$ cat config.mk
export PLATFORM = sky130hd
export DESIGN_NAME = aux_xact_ctrl
export DESIGN_NICKNAME = d
export VERILOG_FILES = /design/src/rtl/aux_ctl_pkg.sv /design/src/rtl/aux_tick_gen.sv /design/src/rtl/aux_data_store.sv /design/src/rtl/aux_engine.sv /design/src/rtl/aux_xact_ctrl.sv
export SDC_FILE = /design/constraint.sdc
export NUM_CORES = 1
export LEC_CHECK = 0
export ABC_AREA = 1
export ABC_CLOCK_PERIOD_IN_PS = 3700
export BUFFER_PORTS_ARGS = -buffer_cell sky130_fd_sc_hd__buf_2
export CAP_MARGIN = 5
export CORE_ASPECT_RATIO = 1.75
export CORE_UTILIZATION = 60
export DETAILED_ROUTE_END_ITERATION = 10
export PLACE_DENSITY = 0.79
export SETUP_SLACK_MARGIN = 0.5
export SYNTH_ARGS = -nofsm -noshare
export SYNTH_HDL_FRONTEND = slang
export SYNTH_SLANG_ARGS = --single-unit
export TNS_END_PERCENT = 50
$ cat constraint.sdc
create_clock -name clk -period 3.7 [get_ports clk]
set_clock_uncertainty 0.1 [all_clocks]
set_input_delay 0.37 -clock clk [delete_from_list [all_inputs] [get_ports clk]]
set_output_delay 0.37 -clock clk [all_outputs]
set_load 0.01 [all_outputs]
$ cat src/rtl/aux_ctl_pkg.sv
package aux_ctl_pkg;

  typedef enum logic [1:0] {
    ST_IDLE = 2'd0,
    ST_SEND = 2'd1,
    ST_RECV = 2'd2
  } eng_state_e;

  // Reply window in microseconds for each timeout select code
  function automatic logic [10:0] window_us(input logic [1:0] sel);
    case (sel)
      2'd0:    return 11'd400;
      2'd1:    return 11'd600;
      2'd2:    return 11'd800;
      default: return 11'd1600;
    endcase
  endfunction

endpackage

$ cat src/rtl/aux_tick_gen.sv
module aux_tick_gen #(
  parameter int DIV_W = 11
) (
  input  logic             clk,
  input  logic             rst,
  input  logic [DIV_W-1:0] div,
  output logic             bit_tick,
  output logic             us_tick
);
  logic [DIV_W-1:0] cnt_q;
  logic [DIV_W-1:0] lim;
  logic             phase_q;
  logic             bit_q;
  logic             us_q;

  assign lim = (div == '0) ? DIV_W'(1) : div;

  always_ff @(posedge clk) begin
    if (rst) begin
      cnt_q   <= '0;
      phase_q <= 1'b0;
      bit_q   <= 1'b0;
      us_q    <= 1'b0;
    end else if (cnt_q >= lim - DIV_W'(1)) begin
      cnt_q   <= '0;
      bit_q   <= 1'b1;
      phase_q <= ~phase_q;
      us_q    <= phase_q;
    end else begin
      cnt_q <= cnt_q + DIV_W'(1);
      bit_q <= 1'b0;
      us_q  <= 1'b0;
    end
  end

  assign bit_tick = bit_q;
  assign us_tick  = us_q;

  assert_us_on_bit_R10: assert property (@(posedge clk) disable iff (rst)
    us_q |-> bit_q);

endmodule

$ cat src/rtl/aux_data_store.sv
module aux_data_store #(
  parameter int NUM_WORDS = 5,
  parameter int CNT_W     = 5,
  localparam int WI_W     = $clog2(NUM_WORDS)
) (
  input  logic            clk,
  input  logic            rst,
  input  logic            bus_we,
  input  logic [WI_W-1:0] bus_widx,
  input  logic [31:0]     bus_wdata,
  input  logic            eng_we,
  input  logic [CNT_W-1:0] eng_widx,
  input  logic [7:0]      eng_wbyte,
  input  logic [CNT_W-1:0] eng_ridx,
  output logic [7:0]      eng_rbyte,
  input  logic [WI_W-1:0] rd_widx,
  output logic [31:0]     rd_word
);
  logic [31:0] words [NUM_WORDS];
  logic [WI_W-1:0] ew, erw;
  logic [1:0]      el, erl;
  logic [31:0]     eword;

  assign ew  = eng_widx[WI_W+1:2];
  assign el  = eng_widx[1:0];
  assign erw = eng_ridx[WI_W+1:2];
  assign erl = eng_ridx[1:0];

  // Byte-lane writes, earliest byte in the top lane
  always_ff @(posedge clk) begin
    if (eng_we) begin
      case (el)
        2'd0:    words[ew][31:24] <= eng_wbyte;
        2'd1:    words[ew][23:16] <= eng_wbyte;
        2'd2:    words[ew][15:8]  <= eng_wbyte;
        default: words[ew][7:0]   <= eng_wbyte;
      endcase
    end else if (bus_we) begin
      words[bus_widx] <= bus_wdata;
    end
  end

  assign eword   = words[erw];
  assign rd_word = words[rd_widx];

  always_comb begin
    case (erl)
      2'd0:    eng_rbyte = eword[31:24];
      2'd1:    eng_rbyte = eword[23:16];
      2'd2:    eng_rbyte = eword[15:8];
      default: eng_rbyte = eword[7:0];
    endcase
  end

  assert_single_writer_R11: assert property (@(posedge clk) disable iff (rst)
    !(bus_we && eng_we));

endmodule

$ cat src/rtl/aux_engine.sv
module aux_engine
  import aux_ctl_pkg::*;
#(
  parameter int MAX_BYTES = 20,
  parameter int CNT_W     = 5,
  parameter int DIV_W     = 11
) (
  input  logic             clk,
  input  logic             rst,
  input  logic             ctl_we,
  input  logic [31:0]      ctl_wdata,
  input  logic             us_tick,
  input  logic             tx_ready,
  output logic             tx_valid,
  output logic [7:0]       tx_data,
  input  logic             rx_valid,
  input  logic [7:0]       rx_data,
  input  logic             rx_eop,
  input  logic             rx_ferr,
  output logic [CNT_W-1:0] rd_idx,
  input  logic [7:0]       rd_byte,
  output logic             wr_en,
  output logic [CNT_W-1:0] wr_idx,
  output logic [7:0]       wr_byte,
  output logic [31:0]      ctl_word,
  output logic [DIV_W-1:0] div,
  output logic             busy,
  output logic             irq
);
  eng_state_e       state_q;
  logic             busy_q, done_q, ie_q, terr_q, rerr_q;
  logic [1:0]       tsel_q;
  logic [4:0]       size_q;
  logic [3:0]       pre_q;
  logic [DIV_W-1:0] div_q;
  logic [CNT_W-1:0] idx_q, cnt_q, n_rx;
  logic [10:0]      tcnt_q;
  logic             got_q, tx_valid_q, irq_q;
  logic [7:0]       tx_data_q;
  logic             hs, rx_over, timeout_hit;
  logic [4:0]       wlen, len_eff;
  logic             unused_bits;

  assign unused_bits = ^ctl_wdata[15:11];
  assign hs          = tx_valid_q & tx_ready;
  assign rd_idx      = hs ? idx_q + CNT_W'(1) : '0;
  assign n_rx        = cnt_q + CNT_W'(rx_valid);
  assign rx_over     = rx_valid && (cnt_q == CNT_W'(MAX_BYTES));
  assign wr_en       = (state_q == ST_RECV) && !rx_ferr && rx_valid && !rx_over;
  assign wr_idx      = cnt_q;
  assign wr_byte     = rx_data;
  assign timeout_hit = (state_q == ST_RECV) && !got_q && !rx_valid && !rx_eop &&
                       !rx_ferr && us_tick && (tcnt_q == window_us(tsel_q) - 11'd1);

  always_comb begin
    wlen = ctl_wdata[24:20];
    if (wlen == 5'd0)                 len_eff = 5'd1;
    else if (wlen > 5'(MAX_BYTES))    len_eff = 5'(MAX_BYTES);
    else                              len_eff = wlen;
  end

  always_ff @(posedge clk) begin
    if (rst) begin
      state_q <= ST_IDLE;
      busy_q <= 1'b0; done_q <= 1'b0; ie_q <= 1'b0; terr_q <= 1'b0; rerr_q <= 1'b0;
      tsel_q <= '0; size_q <= '0; pre_q <= '0; div_q <= '0;
      idx_q <= '0; cnt_q <= '0; tcnt_q <= '0; got_q <= 1'b0;
      tx_valid_q <= 1'b0; tx_data_q <= '0; irq_q <= 1'b0;
    end else begin
      irq_q <= done_q & ie_q;
      case (state_q)
        ST_IDLE: if (ctl_we) begin
          ie_q   <= ctl_wdata[29];
          tsel_q <= ctl_wdata[27:26];
          size_q <= len_eff;
          pre_q  <= ctl_wdata[19:16];
          div_q  <= ctl_wdata[DIV_W-1:0];
          if (ctl_wdata[30]) done_q <= 1'b0;
          if (ctl_wdata[28]) terr_q <= 1'b0;
          if (ctl_wdata[25]) rerr_q <= 1'b0;
          if (ctl_wdata[31]) begin
            busy_q     <= 1'b1;
            state_q    <= ST_SEND;
            idx_q      <= '0;
            cnt_q      <= '0;
            tcnt_q     <= '0;
            got_q      <= 1'b0;
            tx_valid_q <= 1'b1;
            tx_data_q  <= rd_byte;
          end
        end
        ST_SEND: if (hs) begin
          if (idx_q + CNT_W'(1) == CNT_W'(size_q)) begin
            tx_valid_q <= 1'b0;
            state_q    <= ST_RECV;
          end else begin
            idx_q     <= idx_q + CNT_W'(1);
            tx_data_q <= rd_byte;
          end
        end
        ST_RECV: begin
          if (rx_ferr || rx_over) begin
            rerr_q <= 1'b1; size_q <= 5'(cnt_q);
            busy_q <= 1'b0; done_q <= 1'b1; state_q <= ST_IDLE;
          end else begin
            if (rx_valid) begin
              cnt_q <= n_rx;
              got_q <= 1'b1;
            end
            if (rx_eop) begin
              size_q <= 5'(n_rx);
              if (n_rx == '0) rerr_q <= 1'b1;
              busy_q <= 1'b0; done_q <= 1'b1; state_q <= ST_IDLE;
            end else if (timeout_hit) begin
              terr_q <= 1'b1; size_q <= 5'(cnt_q);
              busy_q <= 1'b0; done_q <= 1'b1; state_q <= ST_IDLE;
            end else if (us_tick && !got_q && !rx_valid) begin
              tcnt_q <= tcnt_q + 11'd1;
            end
          end
        end
        default: state_q <= ST_IDLE;
      endcase
    end
  end

  assign ctl_word = {busy_q, done_q, ie_q, terr_q, tsel_q, rerr_q, size_q, pre_q,
                     5'b0, div_q};
  assign tx_valid = tx_valid_q;
  assign tx_data  = tx_data_q;
  assign div      = div_q;
  assign busy     = busy_q;
  assign irq      = irq_q;

  assert_tx_hold_R3: assert property (@(posedge clk) disable iff (rst)
    tx_valid_q && !tx_ready |=> tx_valid_q && $stable(tx_data_q));
  assert_tx_in_busy_R3: assert property (@(posedge clk) disable iff (rst)
    tx_valid_q |-> busy_q);
  assert_count_bound_R7: assert property (@(posedge clk) disable iff (rst)
    cnt_q <= CNT_W'(MAX_BYTES));
  assert_busy_write_ignored_R11: assert property (@(posedge clk) disable iff (rst)
    busy_q && ctl_we |=> $stable(tsel_q) && $stable(div_q) && $stable(ie_q));

endmodule

$ cat src/rtl/aux_xact_ctrl.sv
module aux_xact_ctrl #(
  parameter int NUM_WORDS = 5,
  localparam int MAX_BYTES = 4 * NUM_WORDS,
  localparam int CNT_W     = $clog2(MAX_BYTES + 1),
  localparam int WI_W      = $clog2(NUM_WORDS),
  localparam int AW        = $clog2(NUM_WORDS + 1),
  localparam int DIV_W     = 11
) (
  input  logic          clk,
  input  logic          rst,
  input  logic          wr_en,
  input  logic [AW-1:0] wr_addr,
  input  logic [31:0]   wr_data,
  input  logic          rd_en,
  input  logic [AW-1:0] rd_addr,
  output logic [31:0]   rd_data,
  output logic          tx_valid,
  input  logic          tx_ready,
  output logic [7:0]    tx_data,
  input  logic          rx_valid,
  input  logic [7:0]    rx_data,
  input  logic          rx_eop,
  input  logic          rx_ferr,
  output logic          bit_tick,
  output logic          irq
);
  logic             ctl_we, bus_we, busy, us_tick;
  logic [WI_W-1:0]  bus_widx, rd_widx;
  logic [CNT_W-1:0] e_ridx, e_widx;
  logic [7:0]       e_rbyte, e_wbyte;
  logic             e_we;
  logic [31:0]      ctl_word, rd_word, rd_q;
  logic [DIV_W-1:0] div;

  assign ctl_we   = wr_en && (wr_addr == '0);
  assign bus_we   = wr_en && (wr_addr != '0) && (wr_addr <= AW'(NUM_WORDS)) && !busy;
  assign bus_widx = WI_W'(wr_addr - AW'(1));
  assign rd_widx  = WI_W'(rd_addr - AW'(1));

  aux_tick_gen #(.DIV_W(DIV_W)) u_tick (
    .clk(clk), .rst(rst), .div(div), .bit_tick(bit_tick), .us_tick(us_tick)
  );

  aux_data_store #(.NUM_WORDS(NUM_WORDS), .CNT_W(CNT_W)) u_store (
    .clk(clk), .rst(rst),
    .bus_we(bus_we), .bus_widx(bus_widx), .bus_wdata(wr_data),
    .eng_we(e_we), .eng_widx(e_widx), .eng_wbyte(e_wbyte),
    .eng_ridx(e_ridx), .eng_rbyte(e_rbyte),
    .rd_widx(rd_widx), .rd_word(rd_word)
  );

  aux_engine #(.MAX_BYTES(MAX_BYTES), .CNT_W(CNT_W), .DIV_W(DIV_W)) u_engine (
    .clk(clk), .rst(rst), .ctl_we(ctl_we), .ctl_wdata(wr_data), .us_tick(us_tick),
    .tx_ready(tx_ready), .tx_valid(tx_valid), .tx_data(tx_data),
    .rx_valid(rx_valid), .rx_data(rx_data), .rx_eop(rx_eop), .rx_ferr(rx_ferr),
    .rd_idx(e_ridx), .rd_byte(e_rbyte),
    .wr_en(e_we), .wr_idx(e_widx), .wr_byte(e_wbyte),
    .ctl_word(ctl_word), .div(div), .busy(busy), .irq(irq)
  );

  always_ff @(posedge clk) begin
    if (rst) rd_q <= '0;
    else if (rd_en) begin
      if (rd_addr == '0)                   rd_q <= ctl_word;
      else if (rd_addr <= AW'(NUM_WORDS))  rd_q <= rd_word;
      else                                 rd_q <= '0;
    end
  end

  assign rd_data = rd_q;

endmodule

==> out/results.txt <==
Summing all non-filler instances in the final layout gives an area of 0.0155 sq mm. The tools report the total global routing track utilization as 0.358. Setup repair after global routing left no endpoint under its margin. The setup slack at placement was 0.434 ns. The final-report setup violation count is 0, and the total number of cells along the worst setup path is 16. The run gives 3.35 ns as the signal arrival time at the worst endpoint. In this design, the stage delay of the slowest critical-path cell is 0.37 ns. The total die area was 0.0237 sq mm. The tree is rooted in a clkbuf_16. A synthesized cell averages 8.17 sq um.

The depth of the most critical reg-to-reg path was 16. The number of iterations in the first detailed-routing pass is 5. The launching element type of the critical path is a flip-flop. The fraction of layout cells with a size suffix above 1 came out at 0.131. Width of the die: 117 microns. The total overflow left after global routing is 0. The area share of the largest cell type after synthesis works out to 0.347.

The height of the chip came out at 203 microns. Using the TritonRoute via totals, the vias-per-cell ratio works out to 5.99. Synthesis inferred 267 register bits.

Counting the fill cells in the layout gives 1834. The layout-stage area growth over the synthesis result came out at 12.3%. Most common cell in the netlist: nand2_1. The power density relative to cell area was 461 mW/mm^2; the minimum setup slack in the final design was 0.723 ns. Yosys mapped the design onto 47 distinct sky130hd cell types. The signal on the critical path passes through nor2_1, nand2_1, inv_1, a41oi_2, ha_2, nand2_1, nor2_2, nand2_1, xor2_1, ha_1, a21oi_1, o21a_1, nand4_1, nor2_2, inv_2, nor3b_1. The run gives 267 as the clock sink count. After floorplanning, the core was sized to cover 0.0227 sq mm.

After detailed placement, the total cell area comes to 0.0146 sq mm. The later pin in the worst-skew pair is clocked with a latency of 0.55 ns. The peak fanout along the critical path was 11. The tools report the leakage power as 6.38 nW. The worst slew margin relative to its limit is 0.436. For the post-route total power, the log shows 0.00717 W. The number of enable flip-flop cells after synthesis works out to 160. The maximum root-to-sink buffer count is 3. For the pin with the worst max-slew slack, the measured transition is 0.846 ns. The final clock period utilization by the worst path was 0.805. After layout, the minimum clock period comes to 2.98 ns. The number of global-route vias before repair is 12380, and the number of primary I/O pins is 97. The class of the worst hold path is primary input to flip-flop. Summing every instance area after synthesis gives 0.0138 sq mm. After detailed routing, the average wire length per cell comes to 19.6 microns. Max-cap violations in this run came to 0.

The count of H-tree levels built during CTS is 1, and the number of pins exceeding their max-slew limit in the final report is 0. The fraction of registers with async set/reset is 0. The repair_antennas step left the layout with diodes totalling 0. The sequential element share of the synthesized area was 0.502; the initial antenna violation count was 0.

The total number of placement rows came out at 73. The routed wire length came out at 41.1 mm. The achievable clock frequency was 336 MHz.

The library cell with the largest summed area after synthesis is edfxtp_1. The starting density of the core came out at 0.611. The remaining routing DRC violations came out at 0. Critical path start-end classification: flip-flop to flip-flop.

The run gives 0.901 as the global placement routability congestion. Clock-pin slew reported for the worst setup and hold paths after clock tree synthesis: 0.07 ns. Grouping stages by cell kind, the critical path spends the most delay in simple AND/OR/NAND/NOR gates. Once detailed placement completed, the half-perimeter wirelength came to 28.6 mm. The number of hold violations in the final report was 0.

The tools report the net count after synthesis as 1771. The total via count after detailed routing came out at 12576. Among all stages on the critical path, the largest delay is contributed by dfxtp_2. The first global-routing pass estimated 64.0 mm of wire. After the last flow step, the layout net total stands at 1858. Buffers inserted during clock tree synthesis total 24. TritonCTS built the clock tree. By area the synthesized netlist is led by edfxtp_1, dfxtp_1, nand2_1. The number of buffer and inverter stages on the critical path was 2; the worst hold path depth was 3. The run gives 78 as the maximum number of pins on one net before global-route repair.

In the synthesized netlist the dominant register cell turns out to be edfxtp_1. Sorting the synthesized cells by how often they occur yields nand2_1, o21ai_0, nor2_1. The tools report the number of nets still failing antenna checks after routing as 0. The number of port buffers was 96. The run finished with clean final reports. During synthesis, Yosys emitted a total of 0 warnings. Counting stages on the worst path, the most repeated cell is nand2_1. Worst vdd rail ir drop: 0.442 mV. After the first detailed-routing iteration, the DRC count stood at 1005.

STA classifies the critical path endpoint as a flip-flop. The number of standard cells after synthesis was 1694. Summed over all failing endpoints, the final setup total negative slack is 0 ns. Data on the critical path is required at its endpoint by 4.07 ns.
## sequential cells by signal, summed over array words and instances (netlist names), 2 cells and up
name,cells
u_store.words,160
rd_data,32
u_engine.div,11
u_engine.tcnt_q,11
u_tick.cnt_q,11
u_engine.tx_data,8
u_engine.idx_q,5
u_engine.size_q,5
u_engine.wr_idx,5
u_engine.pre_q,4
u_engine.state_q,2
u_engine.tsel_q,2
## placed cells by master, fill, tap and decap left out, types with 8 or more instances in the layout
cell type	count
nor2_1	165
inv_1	138
nand2_1	360
nand4_1	19
nor2_2	10
buf_2	96
buf_4	43
or2_2	11
dfxtp_1	103
nor3_1	8
a21oi_1	157
nand2_2	13
nand3_1	127
xor2_1	17
o21ai_1	11
dlygate4sd3_1	12
edfxtp_1	160
o211ai_1	45
ha_1	21
clkbuf_16	24
o21ai_0	169
## worst min-delay path, cell delays in order
cell    delay, ns
buf_2        0.11
nor2_1       0.05
nor2_1       0.10
## layer usage
| metal | GRT usage | vias up | wire length, microns |
|---|---|---|---|
| li1 | - | 5921 | - |
| met1 | 0.414 | 5842 | 14500 |
| met2 | 0.606 | 643 | 20500 |
| met3 | 0.0475 | 170 | 3160 |
| met4 | 0.241 | 0 | 2940 |
| met5 | 0 | - | 0 |
## kinds of logic after synthesis
| kind of cell | after synthesis | synth area share |
|---|---|---|
| AND/OR/NAND/NOR | 734 | 0.226 |
| flip-flops | 267 | 0.502 |
| buffers and inverters | 238 | 0.0737 |
| adder cells (fa/ha/maj) | 23 | 0.0208 |
| AO/OA/AOI/OAI | 409 | 0.163 |
| XOR/XNOR | 23 | 0.0146 |
## metrics by stage
step	cells	utilization	hold WS (ns)
global route	2099	0.686	0.0455
CTS	2099	0.686	0.0133
floorplan	1694	-	0.318
global placement	2043	0.644	0.338
finish	2099	0.686	0.0280
detailed placement	2043	0.644	0.335
## report_power, final
| part | switching, W | internal [W] | total [W] |
|---|---|---|---|
| clock | 0.00112 | 0.00151 | 0.00263 |
| sequential | 0.0000935 | 0.00333 | 0.00343 |
| combinational | 0.000762 | 0.000349 | 0.00111 |
## cell type report
class,instances,area [sq um],share of cell area
Multi-Input combinational cell,1189,5900,0.380
Inverter,147,552,0.0355
Sequential cell,267,6950,0.447
Tap cell,300,375,0.0241
Timing Repair Buffer,152,943,0.0607
Clock buffer,30,633,0.0407
Clock inverter,14,189,0.0122
## what timing repair did
item,4_1_cts,5_1_grt
endpoints found under the setup margin,9,11
gates resized for setup,2,7
hold buffers,12,0
gates cloned,0,0
endpoints found under the hold margin,12,0
buffers inserted,0,0
## final timing paths
path	from	end	slack, ns
max	u_engine.div[4]	u_tick.cnt_q[4]	0.72
min	wr_data[17]	u_engine.pre_q[1]	0.03
max reg2reg	u_engine.div[4]	u_tick.cnt_q[4]	0.72
min reg2reg	u_tick.phase_q	u_tick.us_tick	0.36
No activity file was read; power rests on OpenSTA's default activity.
